**config.mk**
```make
export PLATFORM = sky130hd
export DESIGN_NAME = stream_xbar
export DESIGN_NICKNAME = d
export VERILOG_FILES = /design/src/rtl/xbar_pkg.sv /design/src/rtl/xbar_cfg_regs.sv /design/src/rtl/xbar_col_mux.sv /design/src/rtl/stream_xbar.sv
export SDC_FILE = /design/constraint.sdc
export NUM_CORES = 1
export LEC_CHECK = 0
export BUFFER_PORTS_ARGS = -buffer_cell sky130_fd_sc_hd__buf_2
export CAP_MARGIN = 10
export CORE_ASPECT_RATIO = 0.9
export CORE_UTILIZATION = 40
export CTS_CLUSTER_DIAMETER = 100
export DETAILED_ROUTE_END_ITERATION = 10
export SLEW_MARGIN = 40
export SYNTH_ARGS = -nofsm -noshare
export SYNTH_HDL_FRONTEND = slang
export SYNTH_SLANG_ARGS = --single-unit
```
**constraint.sdc**
```tcl
create_clock -name clk -period 4.3 [get_ports clk]
set_input_delay 0.215 -clock clk [delete_from_list [all_inputs] [get_ports clk]]
set_output_delay 0.215 -clock clk [all_outputs]
set_load 0.1 [all_outputs]
```
**src/rtl/xbar_pkg.sv**
```systemverilog
package xbar_pkg;

  typedef enum logic [1:0] {
    SEL_NONE = 2'd0,
    SEL_ONE  = 2'd1,
    SEL_MANY = 2'd2
  } sel_kind_e;

  // Classifies a routing column (up to 32 inputs, zero-extended).
  function automatic sel_kind_e classify_col(input logic [31:0] col);
    int unsigned n;
    n = $countones(col);
    if (n == 0)      return SEL_NONE;
    else if (n == 1) return SEL_ONE;
    else             return SEL_MANY;
  endfunction

endpackage

```
**src/rtl/xbar_cfg_regs.sv**
```systemverilog
module xbar_cfg_regs
  import xbar_pkg::*;
#(
  parameter int N_IN  = 4,
  parameter int N_OUT = 4,
  parameter int AW    = $clog2(N_OUT + 1)
) (
  input  logic                        clk,
  input  logic                        rst,
  input  logic                        cfg_wr,
  input  logic                        cfg_rd,
  input  logic [AW-1:0]               cfg_addr,
  input  logic [N_IN-1:0]             cfg_wdata,
  output logic [N_IN-1:0]             cfg_rdata,
  output logic [N_OUT-1:0][N_IN-1:0]  col_sel
);

  localparam int          CIW       = (N_OUT > 1) ? $clog2(N_OUT) : 1;
  localparam logic [AW-1:0] STAT_ADDR = AW'(N_OUT);

  logic [N_OUT-1:0][N_IN-1:0] matrix_q;
  logic                       err_q;
  logic                       hit_col;
  logic                       hit_stat;
  logic [CIW-1:0]             col_idx;
  logic                       err_set;
  logic                       err_clr;
  logic [N_IN-1:0]            rd_word;

  always_comb begin
    hit_col  = (cfg_addr < STAT_ADDR);
    hit_stat = (cfg_addr == STAT_ADDR);
    col_idx  = cfg_addr[CIW-1:0];
    err_set  = cfg_wr && hit_col && (classify_col(32'(cfg_wdata)) != SEL_ONE);
    err_clr  = cfg_wr && hit_stat && cfg_wdata[0];
    rd_word  = '0;
    if (hit_col)       rd_word    = matrix_q[col_idx];
    else if (hit_stat) rd_word[0] = err_q;
  end

  // Whole column replaced in one cycle: atomic per output.
  always_ff @(posedge clk) begin
    if (rst) begin
      matrix_q  <= '0;
      err_q     <= 1'b0;
      cfg_rdata <= '0;
    end else begin
      if (cfg_wr && hit_col) matrix_q[col_idx] <= cfg_wdata;
      err_q <= err_set | (err_q & ~err_clr);
      if (cfg_rd) cfg_rdata <= rd_word;
    end
  end

  assign col_sel = matrix_q;

  p_bad_write_flags_r5: assert property (@(posedge clk) disable iff (rst)
    (cfg_wr && (cfg_addr < STAT_ADDR) && ($countones(cfg_wdata) != 1)) |=> err_q);

  p_err_sticky_r6: assert property (@(posedge clk) disable iff (rst)
    (err_q && !(cfg_wr && (cfg_addr == STAT_ADDR) && cfg_wdata[0])) |=> err_q);

  p_col_write_r8: assert property (@(posedge clk) disable iff (rst)
    (cfg_wr && (cfg_addr < STAT_ADDR)) |=> (col_sel[$past(col_idx)] == $past(cfg_wdata)));

endmodule

```
**src/rtl/xbar_col_mux.sv**
```systemverilog
module xbar_col_mux
  import xbar_pkg::*;
#(
  parameter int N_IN = 4,
  parameter int DW   = 8
) (
  input  logic                      clk,
  input  logic                      rst,
  input  logic [N_IN-1:0]           col,
  input  logic [N_IN-1:0][DW-1:0]   in_data,
  input  logic [N_IN-1:0]           in_valid,
  output logic [DW-1:0]             out_data,
  output logic                      out_valid
);

  sel_kind_e       kind;
  logic [DW-1:0]   pick_data;
  logic            pick_valid;

  always_comb begin
    kind       = classify_col(32'(col));
    pick_data  = '0;
    pick_valid = 1'b0;
    for (int i = 0; i < N_IN; i++) begin
      if (col[i]) begin
        pick_data  = pick_data | in_data[i];
        pick_valid = pick_valid | in_valid[i];
      end
    end
  end

  always_ff @(posedge clk) begin
    if (rst || (kind != SEL_ONE)) begin
      out_data  <= '0;
      out_valid <= 1'b0;
    end else begin
      out_data  <= pick_data;
      out_valid <= pick_valid;
    end
  end

  p_bad_col_blocks_r4: assert property (@(posedge clk) disable iff (rst)
    ($countones(col) != 1) |=> (!out_valid && (out_data == '0)));

  p_valid_passes_r1: assert property (@(posedge clk) disable iff (rst)
    (($countones(col) == 1) && ((col & in_valid) != '0)) |=> out_valid);

  p_idle_passes_r2: assert property (@(posedge clk) disable iff (rst)
    (($countones(col) == 1) && ((col & in_valid) == '0)) |=> !out_valid);

endmodule

```
**src/rtl/stream_xbar.sv**
```systemverilog
module stream_xbar #(
  parameter int N_IN  = 4,
  parameter int N_OUT = 4,
  parameter int DW    = 8,
  parameter int AW    = $clog2(N_OUT + 1)
) (
  input  logic                  clk,
  input  logic                  rst,
  input  logic                  cfg_wr,
  input  logic                  cfg_rd,
  input  logic [AW-1:0]         cfg_addr,
  input  logic [N_IN-1:0]       cfg_wdata,
  output logic [N_IN-1:0]       cfg_rdata,
  input  logic [N_IN-1:0]       in_valid,
  input  logic [N_IN*DW-1:0]    in_data,
  output logic [N_OUT-1:0]      out_valid,
  output logic [N_OUT*DW-1:0]   out_data
);

  logic [N_OUT-1:0][N_IN-1:0] col_sel;
  logic [N_IN-1:0][DW-1:0]    in_arr;
  logic [DW-1:0]              out_arr [N_OUT];

  assign in_arr = in_data;

  xbar_cfg_regs #(.N_IN(N_IN), .N_OUT(N_OUT), .AW(AW)) u_cfg (
    .clk       (clk),
    .rst       (rst),
    .cfg_wr    (cfg_wr),
    .cfg_rd    (cfg_rd),
    .cfg_addr  (cfg_addr),
    .cfg_wdata (cfg_wdata),
    .cfg_rdata (cfg_rdata),
    .col_sel   (col_sel)
  );

  for (genvar j = 0; j < N_OUT; j++) begin : g_out
    xbar_col_mux #(.N_IN(N_IN), .DW(DW)) u_mux (
      .clk       (clk),
      .rst       (rst),
      .col       (col_sel[j]),
      .in_data   (in_arr),
      .in_valid  (in_valid),
      .out_data  (out_arr[j]),
      .out_valid (out_valid[j])
    );
    assign out_data[j*DW +: DW] = out_arr[j];
  end

endmodule

```
==> summary.txt <==
Setup path
  • Crit path required time: 4560 ps
  • Worst R2R Path Depth: 5
  • Max FO, Critical Path: 12
  • CP Launch Type: flop
  • Critical path type: reg -> reg
  • CP Data Arrival Time: 3150 ps
  • CP endpoint kind: flop

Synthesis
  • Count leader, synth: a22oi_1
  • Netlist cell types: 26
  • Post-synth top cells: a22oi_1, dfxtp_1, a21oi_2, nor2_1, clkbuf_1
  • Syn_nets: 347
  • Top cell type by total area after synthesis: dfxtp_1
  • Yosys reg bits: 57
  • Share of the synthesized area in the top cell type: 38.8%
  • Mapped Cells: 280
  • Synth Warn #: 0
  • Area contributors post-synth: dfxtp_1, a22oi_1, a21oi_2
  • Post-synthesis cell area: 0.00294 mm^2
  • Avg Cell Area, Syn: 10.5 um^2
  • Sequential area share after synthesis: 38.8%
  • Post-synth EDFFs: 0
  • Primary FF master, synth: dfxtp_1
  • FFs w/ async S/R, synth: 0%

Min path
  • Min-Delay Path Depth: 3
  • Worst hold path class: in -> reg

Die
  • Starting Density: 41.5%
  • Core area: 0.00708 mm^2
  • Die height: 83.3 um
  • Die area: 0.00770 mm^2
  • Die width: 92.4 um
  • Io pins: 87
  • Rows: 29

Route
  • Vias/cell: 5.87
  • Antenna Nets Post-Route: 0
  • Total routed wirelength: 8.75 mm
  • Routed wire length per instance: 19.7 um
  • Router iterations before antenna repair: 5
  • DR DRC count: 0
  • Initial DRC count: 202
  • Via count: 2611

Outcome
  • Outcome: complete, no violations

Cells and area
  • Share of post-route cells with drive strength above 1: 36.9%
  • Antenna diode count: 0
  • Fin util: 50.0%
  • Fin nets: 414
  • Area grow syn2layout: 20.4%

Pwr
  • Peak VDD IR: 0.000160 V
  • Pleak: 1.44 nW
  • Power per cell area: 337 mW/mm^2

Global route
  • Initial antenna violation count: 0
  • GRT Overall Usage: 23.6%
  • Largest net degree at the start of global routing: 26
  • First-pass GRT wire length: 13.9 mm
  • Grt ovf: 0
  • Number of global-route vias before repair: 2530

CTS
  • CTS buffer count: 9
  • CTS tree: yes
  • Clk Latency, worst-skew pair: 340 ps
  • Resized Gates After CTS: 0
  • Clock slew at reported path FFs: 60 ps
  • Total setup buffers inserted after CTS: 0
  • # clock sinks: 57
  • Hold buffers post-CTS: 0
  • Root buffer cell: clkbuf_8
  • H-tree depth: 3
  • Max clock buf depth: 2

Flow run
  • Max cap viols: 0

STA
  • Tmin final: 2890 ps
  • RSZ-0062 raised after global routing: no
  • Fin crit share: 67.3%
  • Fmax: 0.346 GHz
  • Clock Skew: 6.52 ps
  • Setup TNS: 0 ps
  • Setup violations, final: 0
  • Worst Tran Pin Value: 711 ps
  • Slew HR: 52.6%
  • Max Slew Vio Count: 0
  • Hold Vio Cnt, Final: 0

Placed design
  • Routability-driven placement congestion ratio: 0.787
  • DPL Wire Length: 5.91 mm
  • I/O Buffers: 86
==> kinds of logic (layout without fill, tap and decap cells) <==
kind of cell / count (synthesis) / in the layout / share of synthesized area, %
multiplexers: 20 / 20 / 9.02
buffers and inverters: 32 / 104 / 5.49
flip-flops: 57 / 57 / 38.8
adder cells (fa/ha/maj): 20 / 20 / 9.79
AO/OA/AOI/OAI: 115 / 115 / 29.5
AND/OR/NAND/NOR: 36 / 36 / 7.41
==> report_power, final <==
group          internal (W)  switching [W]
Sequential         0.000534      0.0000153
Clock              0.000315       0.000209
Combinational     0.0000418      0.0000774
Total              0.000891       0.000301
==> final timing paths <==
check | startpoint | end | slack, ps
max reg2reg | u_cfg.col_sel[6]$_SDFFE_PP0P_ | g_out[1].u_mux.out_valid$_SDFF_PP0_ | 1410
max | u_cfg.col_sel[6]$_SDFFE_PP0P_ | g_out[1].u_mux.out_valid$_SDFF_PP0_ | 1410
min reg2reg | u_cfg.err_q$_SDFF_PP0_ | u_cfg.err_q$_SDFF_PP0_ | 480
min | cfg_wdata[1] | u_cfg.col_sel[13]$_SDFFE_PP0P_ | 200
==> registers in the layout, indices dropped and copies added, names as in the netlist <==
name                   cells
u_cfg.col_sel             16
g_out.u_mux.out_valid      4
u_cfg.cfg_rdata            4
g_out.u_mux.out_data      32
u_cfg.err_q                1
==> layout by cell type (no fill, tap or decap) <==
cell type / synthesis / routed
a21oi_1: 13 / 13
fa_1: 5 / 5
mux2i_1: 16 / 16
buf_2: 1 / 86
ha_1: 15 / 15
a22oi_1: 72 / 72
and4bb_2: 2 / 2
clkbuf_8: 0 / 12
nand4_1: 1 / 1
nor4b_4: 1 / 1
clkbuf_1: 18 / 2
clkinv_2: 0 / 1
nand2b_1: 1 / 1
o41ai_1: 1 / 1
a21oi_2: 27 / 27
bufinv_16: 0 / 1
nand2_1: 2 / 2
nor2_1: 20 / 20
dfxtp_1: 57 / 57
nor2b_1: 4 / 4
inv_1: 2 / 2
a31oi_1: 1 / 1
o311ai_0: 1 / 1
nand4b_1: 1 / 1
or4b_1: 4 / 4
mux4_1: 4 / 4
==> area by class of cell <==
class	instances	area, um^2
clock buffers	14	173
clock inverters	2	35.0
fillers	687	3540
inverters	2	7.51
multi-input cells	191	1640
flip-flops and latches	57	1140
well taps	93	116
repair buffers	86	430
==> worst max-delay path, stage by stage, from the launching register on <==
cell	delay, ps
dfxtp_1	740
ha_1	350
ha_1	210
fa_1	430
or4b_1	860
a21oi_2	220
==> routing by layer <==
layer,GRT usage [%],share of wire (%),vias to the layer above
li1,-,-,1206
met1,32.7,45,1266
met2,35.6,46,124
met3,4.67,7.4,15
met4,9.66,1.5,0
met5,0,0,-
==> per-stage QoR <==
stage	cells	power, W	cell area, um^2	hold WS, ps	setup slack [ps]
3_5_place_dp	429	0.000678	3330	466	1410
3_3_place_gp	429	0.000678	3330	461	1430
5_1_grt	445	0.00124	3540	213	1330
2_1_floorplan	280	0.000622	2940	284	2280
4_1_cts	445	0.00120	3540	190	1390
6_report	445	0.00119	3540	202	1410
Note: power is estimated with default switching activity, not from simulation.
